[config.mk]
export PLATFORM = sky130hd
export DESIGN_NAME = rle_tx_compressor
export DESIGN_NICKNAME = d
export VERILOG_FILES = /design/src/rtl/rle_tx_pkg.sv /design/src/rtl/rle_run_match.sv /design/src/rtl/rle_out_sel.sv /design/src/rtl/rle_tx_compressor.sv
export SDC_FILE = /design/constraint.sdc
export NUM_CORES = 1
export LEC_CHECK = 0
export BUFFER_PORTS_ARGS = -buffer_cell sky130_fd_sc_hd__buf_2
export CAP_MARGIN = 15
export CORE_ASPECT_RATIO = 1.4
export CORE_MARGIN = 2
export CORE_UTILIZATION = 45
export DETAILED_ROUTE_END_ITERATION = 10
export PLACE_DENSITY = 0.63
export SLEW_MARGIN = 40
export SYNTH_ARGS = -nofsm -noshare
export SYNTH_HDL_FRONTEND = slang
export SYNTH_SLANG_ARGS = --single-unit
[constraint.sdc]
create_clock -name clk -period 5.8 [get_ports clk]
set_input_delay 0.87 -clock clk [delete_from_list [all_inputs] [get_ports clk]]
set_output_delay 0.87 -clock clk [all_outputs]
set_load 0.05 [all_outputs]
[src/rtl/rle_tx_pkg.sv]
package rle_tx_pkg;
    typedef enum logic [1:0] {
        ST_IDLE = 2'd0,
        ST_HOLD = 2'd1,
        ST_CNT  = 2'd2,
        ST_BYTE = 2'd3
    } rle_state_e;
endpackage

[src/rtl/rle_run_match.sv]
module rle_run_match #(
    parameter int DATA_W  = 8,
    parameter int LEN_W   = 8,
    parameter int MAX_RUN = 128
) (
    input  logic [DATA_W-1:0] run_byte,
    input  logic [LEN_W-1:0]  run_len,
    input  logic [DATA_W-1:0] in_data,
    output logic              same_byte,
    output logic              run_full,
    output logic              run_long,
    output logic              run_long_next
);
    localparam logic [LEN_W-1:0] FULL_LEN = LEN_W'(MAX_RUN);
    localparam logic [LEN_W-1:0] LONG_LEN = LEN_W'(3);
    localparam logic [LEN_W-1:0] PRE_LEN  = LEN_W'(2);

    always_comb begin
        same_byte     = (in_data == run_byte);
        run_full      = (run_len == FULL_LEN);
        run_long      = (run_len >= LONG_LEN);
        run_long_next = (run_len >= PRE_LEN);
    end
endmodule

[src/rtl/rle_out_sel.sv]
module rle_out_sel
    import rle_tx_pkg::*;
#(
    parameter int DATA_W = 8,
    parameter int LEN_W  = 8
) (
    input  rle_state_e        state,
    input  logic              pass_en,
    input  logic              in_valid,
    input  logic [DATA_W-1:0] in_data,
    input  logic [DATA_W-1:0] run_byte,
    input  logic [LEN_W-1:0]  run_len,
    output logic              out_valid,
    output logic [DATA_W-1:0] out_data,
    output logic              out_is_cmd
);
    localparam logic [LEN_W-1:0] ONE = LEN_W'(1);

    logic [LEN_W-1:0] count_val;

    always_comb begin
        count_val  = run_len - ONE;
        out_valid  = 1'b0;
        out_data   = in_data;
        out_is_cmd = 1'b0;
        unique case (state)
            ST_IDLE: begin
                out_valid = pass_en & in_valid;
                out_data  = in_data;
            end
            ST_HOLD: begin
                out_valid = 1'b0;
                out_data  = run_byte;
            end
            ST_CNT: begin
                out_valid  = 1'b1;
                out_data   = DATA_W'(count_val);
                out_is_cmd = 1'b1;
            end
            ST_BYTE: begin
                out_valid = 1'b1;
                out_data  = run_byte;
            end
            default: begin
                out_valid = 1'b0;
            end
        endcase
    end
endmodule

[src/rtl/rle_tx_compressor.sv]
module rle_tx_compressor
    import rle_tx_pkg::*;
#(
    parameter int DATA_W = 8,
    parameter int CNT_W  = 7
) (
    input  logic              clk,
    input  logic              rst_n,
    input  logic              rle_en,
    input  logic              ecp_mode,
    input  logic              in_valid,
    input  logic [DATA_W-1:0] in_data,
    input  logic              in_last,
    output logic              in_ready,
    output logic              out_valid,
    output logic [DATA_W-1:0] out_data,
    output logic              out_is_cmd,
    input  logic              out_ready
);
    localparam int LEN_W   = CNT_W + 1;
    localparam int MAX_RUN = 2 ** CNT_W;
    localparam logic [LEN_W-1:0] ONE = LEN_W'(1);

    rle_state_e        state_q, state_d;
    logic [DATA_W-1:0] run_byte_q, run_byte_d;
    logic [LEN_W-1:0]  run_len_q, run_len_d;
    logic [DATA_W-1:0] nxt_byte_q, nxt_byte_d;
    logic              nxt_vld_q, nxt_vld_d;
    logic              nxt_last_q, nxt_last_d;

    logic active;
    logic acc;
    logic same_byte, run_full, run_long, run_long_next;

    assign active = rle_en & ecp_mode;

    rle_run_match #(
        .DATA_W (DATA_W),
        .LEN_W  (LEN_W),
        .MAX_RUN(MAX_RUN)
    ) u_match (
        .run_byte     (run_byte_q),
        .run_len      (run_len_q),
        .in_data      (in_data),
        .same_byte    (same_byte),
        .run_full     (run_full),
        .run_long     (run_long),
        .run_long_next(run_long_next)
    );

    rle_out_sel #(
        .DATA_W(DATA_W),
        .LEN_W (LEN_W)
    ) u_out (
        .state     (state_q),
        .pass_en   (~active),
        .in_valid  (in_valid),
        .in_data   (in_data),
        .run_byte  (run_byte_q),
        .run_len   (run_len_q),
        .out_valid (out_valid),
        .out_data  (out_data),
        .out_is_cmd(out_is_cmd)
    );

    always_comb begin
        unique case (state_q)
            ST_IDLE: in_ready = active ? 1'b1 : out_ready;
            ST_HOLD: in_ready = active;
            ST_CNT:  in_ready = 1'b0;
            ST_BYTE: in_ready = 1'b0;
            default: in_ready = 1'b0;
        endcase
    end

    assign acc = active & in_valid & in_ready;

    always_comb begin
        state_d    = state_q;
        run_byte_d = run_byte_q;
        run_len_d  = run_len_q;
        nxt_byte_d = nxt_byte_q;
        nxt_vld_d  = nxt_vld_q;
        nxt_last_d = nxt_last_q;
        unique case (state_q)
            ST_IDLE: begin
                if (acc) begin
                    run_byte_d = in_data;
                    run_len_d  = ONE;
                    state_d    = in_last ? ST_BYTE : ST_HOLD;
                end
            end
            ST_HOLD: begin
                if (!active) begin
                    state_d = run_long ? ST_CNT : ST_BYTE;
                end else if (acc) begin
                    if (same_byte && !run_full) begin
                        run_len_d = run_len_q + ONE;
                        if (in_last) begin
                            state_d = run_long_next ? ST_CNT : ST_BYTE;
                        end
                    end else begin
                        nxt_byte_d = in_data;
                        nxt_vld_d  = 1'b1;
                        nxt_last_d = in_last;
                        state_d    = run_long ? ST_CNT : ST_BYTE;
                    end
                end
            end
            ST_CNT: begin
                if (out_ready) begin
                    run_len_d = ONE;
                    state_d   = ST_BYTE;
                end
            end
            ST_BYTE: begin
                if (out_ready) begin
                    if (run_len_q > ONE) begin
                        run_len_d = run_len_q - ONE;
                    end else if (nxt_vld_q) begin
                        run_byte_d = nxt_byte_q;
                        run_len_d  = ONE;
                        nxt_vld_d  = 1'b0;
                        nxt_last_d = 1'b0;
                        state_d    = nxt_last_q ? ST_BYTE : ST_HOLD;
                    end else begin
                        state_d = ST_IDLE;
                    end
                end
            end
            default: state_d = ST_IDLE;
        endcase
    end

    always_ff @(posedge clk or negedge rst_n) begin
        if (!rst_n) begin
            state_q    <= ST_IDLE;
            run_byte_q <= '0;
            run_len_q  <= '0;
            nxt_byte_q <= '0;
            nxt_vld_q  <= 1'b0;
            nxt_last_q <= 1'b0;
        end else begin
            state_q    <= state_d;
            run_byte_q <= run_byte_d;
            run_len_q  <= run_len_d;
            nxt_byte_q <= nxt_byte_d;
            nxt_vld_q  <= nxt_vld_d;
            nxt_last_q <= nxt_last_d;
        end
    end

    // Count bytes never set the top bit
    assert_cmd_msb_clear_R7: assert property (@(posedge clk) disable iff (!rst_n)
        (out_valid && out_is_cmd) |-> !out_data[DATA_W-1]);

    // A count byte only stands for a run of three or more
    assert_cmd_min_run_R3: assert property (@(posedge clk) disable iff (!rst_n)
        (out_valid && out_is_cmd) |-> (out_data >= DATA_W'(2)));

    // The taken count is followed by a data copy of the run value
    assert_copy_after_count_R3: assert property (@(posedge clk) disable iff (!rst_n)
        (out_valid && out_ready && out_is_cmd) |=>
        (out_valid && !out_is_cmd && out_data == $past(run_byte_q)));

    // No input taken while compressed output is offered
    assert_no_input_while_emitting_R8: assert property (@(posedge clk) disable iff (!rst_n)
        (active && out_valid) |-> !in_ready);

    // Stalled output keeps value and tag
    assert_stall_stable_R9: assert property (@(posedge clk) disable iff (!rst_n)
        (active && out_valid && !out_ready) |=>
        (out_valid && $stable(out_data) && $stable(out_is_cmd)));

    // A counting run stays within the seven-bit range
    assert_run_len_range_R6: assert property (@(posedge clk) disable iff (!rst_n)
        (state_q == ST_HOLD) |-> (run_len_q >= ONE && run_len_q <= LEN_W'(MAX_RUN)));
endmodule

==> results_dict.tcl <==
set metrics [dict create \
    syn_area_mm2 0.00206 \
    synthMuxAreaShare_pct 11.2 \
    top_layer_used "met4" \
    fin_tns_setup_ps 0 \
    synthToLayoutAreaGrowth_pct 11.2 \
    nets 278 \
    setup_viol 0 \
    worstPathArrival_ps 2740 \
    drt_iter0_markers 73 \
    yosys.area_share.simple_pct 21.0 \
    die_y_um 84.0 \
    min_to "nxt_byte_q[1]$_DFFE_PN0P_" \
    vias 1853 \
    diodes 0 \
    cts_root_buf "clkbuf_8" \
    start_kind "flop" \
    p_sw_w 0.000804 \
    clk_latency_ps 290 \
    required_ps 4930 \
    synthXorXnorAreaFrac_pct 5.95 \
    dp_hpwl_um 3690 \
    cts_tree "built" \
    core_area_mm2 0.00446 \
    via_per_inst 5.81 \
    syn-num-nets 261 \
    wl_met2_um 2610 \
    synth-compound-area-share_pct 20.0 \
    finalHoldViolations 0 \
    worstMarginPinSlew_ps 673 \
    synth_top_family_by_area "simple AND/OR/NAND/NOR gates" \
    placedCellCount 315 \
    ioPinCount 26 \
    crit_path_cell_trace "inv_1, ha_1, or3b_2, nor3_1, xnor2_1, a211oi_1, a21o_1, buf_2" \
    cp_slowest_cell "dfrtp_1" \
    cts-buffers-inserted 3 \
    finClkSkew_ps 13.6 \
    grt_pass1_wl_um 8930 \
    synth_edf_count 0 \
    hp-start "nxt_byte_q[1]$_DFFE_PN0P_" \
    power_frac_seq_pct 25.5 \
    status "finished clean" \
    clock-sinks 28 \
    r2r-end "run_len_q[0]$_DFFE_PN0P_" \
    synth_area_leaders "dfrtp_1 34%, mux2i_1 6.3%, xnor2_1 6.0%" \
    worst_setup_path_end_kind "output port" \
    synth_top_area_share_pct 34.0 \
    switching_share_pct 53.7 \
    finalMaxSlewViolations 0 \
    synthFlopType "dfrtp_1" \
    cp_top_family "simple AND/OR/NAND/NOR gates" \
    period_share_pct 62.2 \
    overflow 0 \
    rsz0062_at_grt "no" \
    track_usage_pct 22.7 \
    synthDistinctLibCells 48 \
    regToRegStartpoint "run_len_q[0]$_DFFE_PN0P_" \
    h-tree-depth 1 \
    async_flop_share_pct 100 \
    yosysMostFrequentCell "nand2_1" \
    cp_max_fo 13 \
    grt_max_degree 34 \
    cts.clk_slew.worst_paths_ps 90 \
    portBuffers 25 \
    crit_type "flop to output port" \
    synth_seq_cells 28 \
    grt_pass1_vias 1861 \
    slowest_delay_ps 520 \
    pwr-share-comb_pct 66.1 \
    drc 0 \
    powerDensity_mw_per_mm2 654 \
    hold_depth 1 \
    cap_viol_max_count 0 \
    syn_area_per_cell_um2 8.55 \
    clkPwrFrac_pct 8.4 \
    internal-power_w 0.000694 \
    drive_gt1_share_pct 19.1 \
    die_area_mm2 0.00514 \
    rows 29 \
    wl_per_cell_um 15.9 \
    start_util_pct 46.1 \
    final.min_clock_period_ps 3610 \
    layout.cells.non_filler 319 \
    synth_warnings 0 \
    synth_top_area_cell "dfrtp_1" \
    die_x_um 61.2 \
    wl_um 5060 \
    r2r_setup_slack_ps 2940 \
    crit_buf_inv 2 \
    synthAdderAreaFrac_pct 3.04 \
    ant_nets 0 \
    synthCells 241 \
    synthTopCellsByCount "30 x nand2_1, 28 x dfrtp_1, 22 x o21ai_0, 17 x nor2_1, 15 x clkbuf_1" \
    fmax_mhz 277 \
    ctsHoldBuffers 0 \
    place.gp.congestion 0.953 \
    reg2reg_depth 7 \
    wl_met3_um 251 \
    antenna_found_initial 0 \
    m1WireLength_um 2100 \
    cts_setup_buffers 0 \
    p_leak_nw 1.02 \
    cts-resized-gates 0 \
    clk_path_buf_depth 2 \
    vdd_drop_max_uv 327 \
    hold_path.class "flop to flop" \
    slew_headroom_pct 55.1 \
    firstDrtPassIters 4 \
    ys_seq_area_share_pct 34.0 \
]
[power by group through the flow]
stage	clock [W]	sequential [W]	combinational, W
6_report	0.000126	0.000382	0.000991
5_1_grt	0.000134	0.000398	0.00110
3_3_place_gp	0	0.000380	0.000982
4_1_cts	0.000129	0.000380	0.000991
3_5_place_dp	0	0.000384	0.000985
2_1_floorplan	0	0.000333	0.000818
[cells in the final DEF (no fill, tap or decap), drive strengths merged, types with 5 or more instances in the layout]
cell	n
nand2	30
buf	29
dfrtp	28
o21ai	23
nor2	17
xnor2	14
mux2i	13
nand3	9
mux2	9
inv	8
ha	5
[through the flow]
step                hold slack [ps]  area (µm²)  worst slack, ps  util, %  total power [W]
detailed placement              496        2230             2510     50.0          0.00137
CTS                             516        2290             2180     51.2          0.00150
finish                          513        2290             2190     51.3          0.00150
global route                    535        2290             2010     51.3          0.00163
floorplan                       479        2060             2150        -          0.00115
global placement                487        2230             2590     49.9          0.00136
[per-layer routing]
layer / up-vias / global-route usage (%)
li1: 913 / -
met2: 56 / 37.3
met5: - / 0
met3: 7 / 2.48
met4: 0 / 9.68
met1: 877 / 29.0
[cell families (layout without fill, tap and decap cells)]
family,after synthesis,count (layout)
xor gates and xnor gates,14,14
buffers and inverters,25,41
adders and majority gates,5,5
and+or+nand+nor,86,86
DFF,28,28
AOI/OAI and AO/OA,61,61
muxes,22,22
[registers in the layout, indices dropped and copies added, names as in the netlist]
| signal | flops |
|---|---|
| run_len_q | 8 |
| run_byte_q | 8 |
| state_q | 2 |
| nxt_vld_q | 1 |
| nxt_last_q | 1 |
| nxt_byte_q | 8 |
[worst max-delay path by stage]
stage                                   from           to  slack [ps]  cells after the start
floorplan           run_len_q[0]$_DFFE_PN0P_  out_data[4]        2150                      8
global placement    run_len_q[0]$_DFFE_PN0P_  out_data[6]        2590                      8
detailed placement  run_len_q[0]$_DFFE_PN0P_  out_data[6]        2510                      8
CTS                 run_len_q[0]$_DFFE_PN0P_  out_data[6]        2180                      8
global route        run_len_q[1]$_DFFE_PN0P_  out_data[6]        2010                      8
finish              run_len_q[0]$_DFFE_PN0P_  out_data[6]        2190                      8
[final cells by class]
type,count,area (µm²)
Fill cell,462,2170
Multi-Input combinational cell,188,1270
Sequential cell,28,701
Timing Repair Buffer,29,155
Tap cell,62,77.6
Clock buffer,4,55.1
Inverter,8,30.0
(Power assumes the default switching activity.)
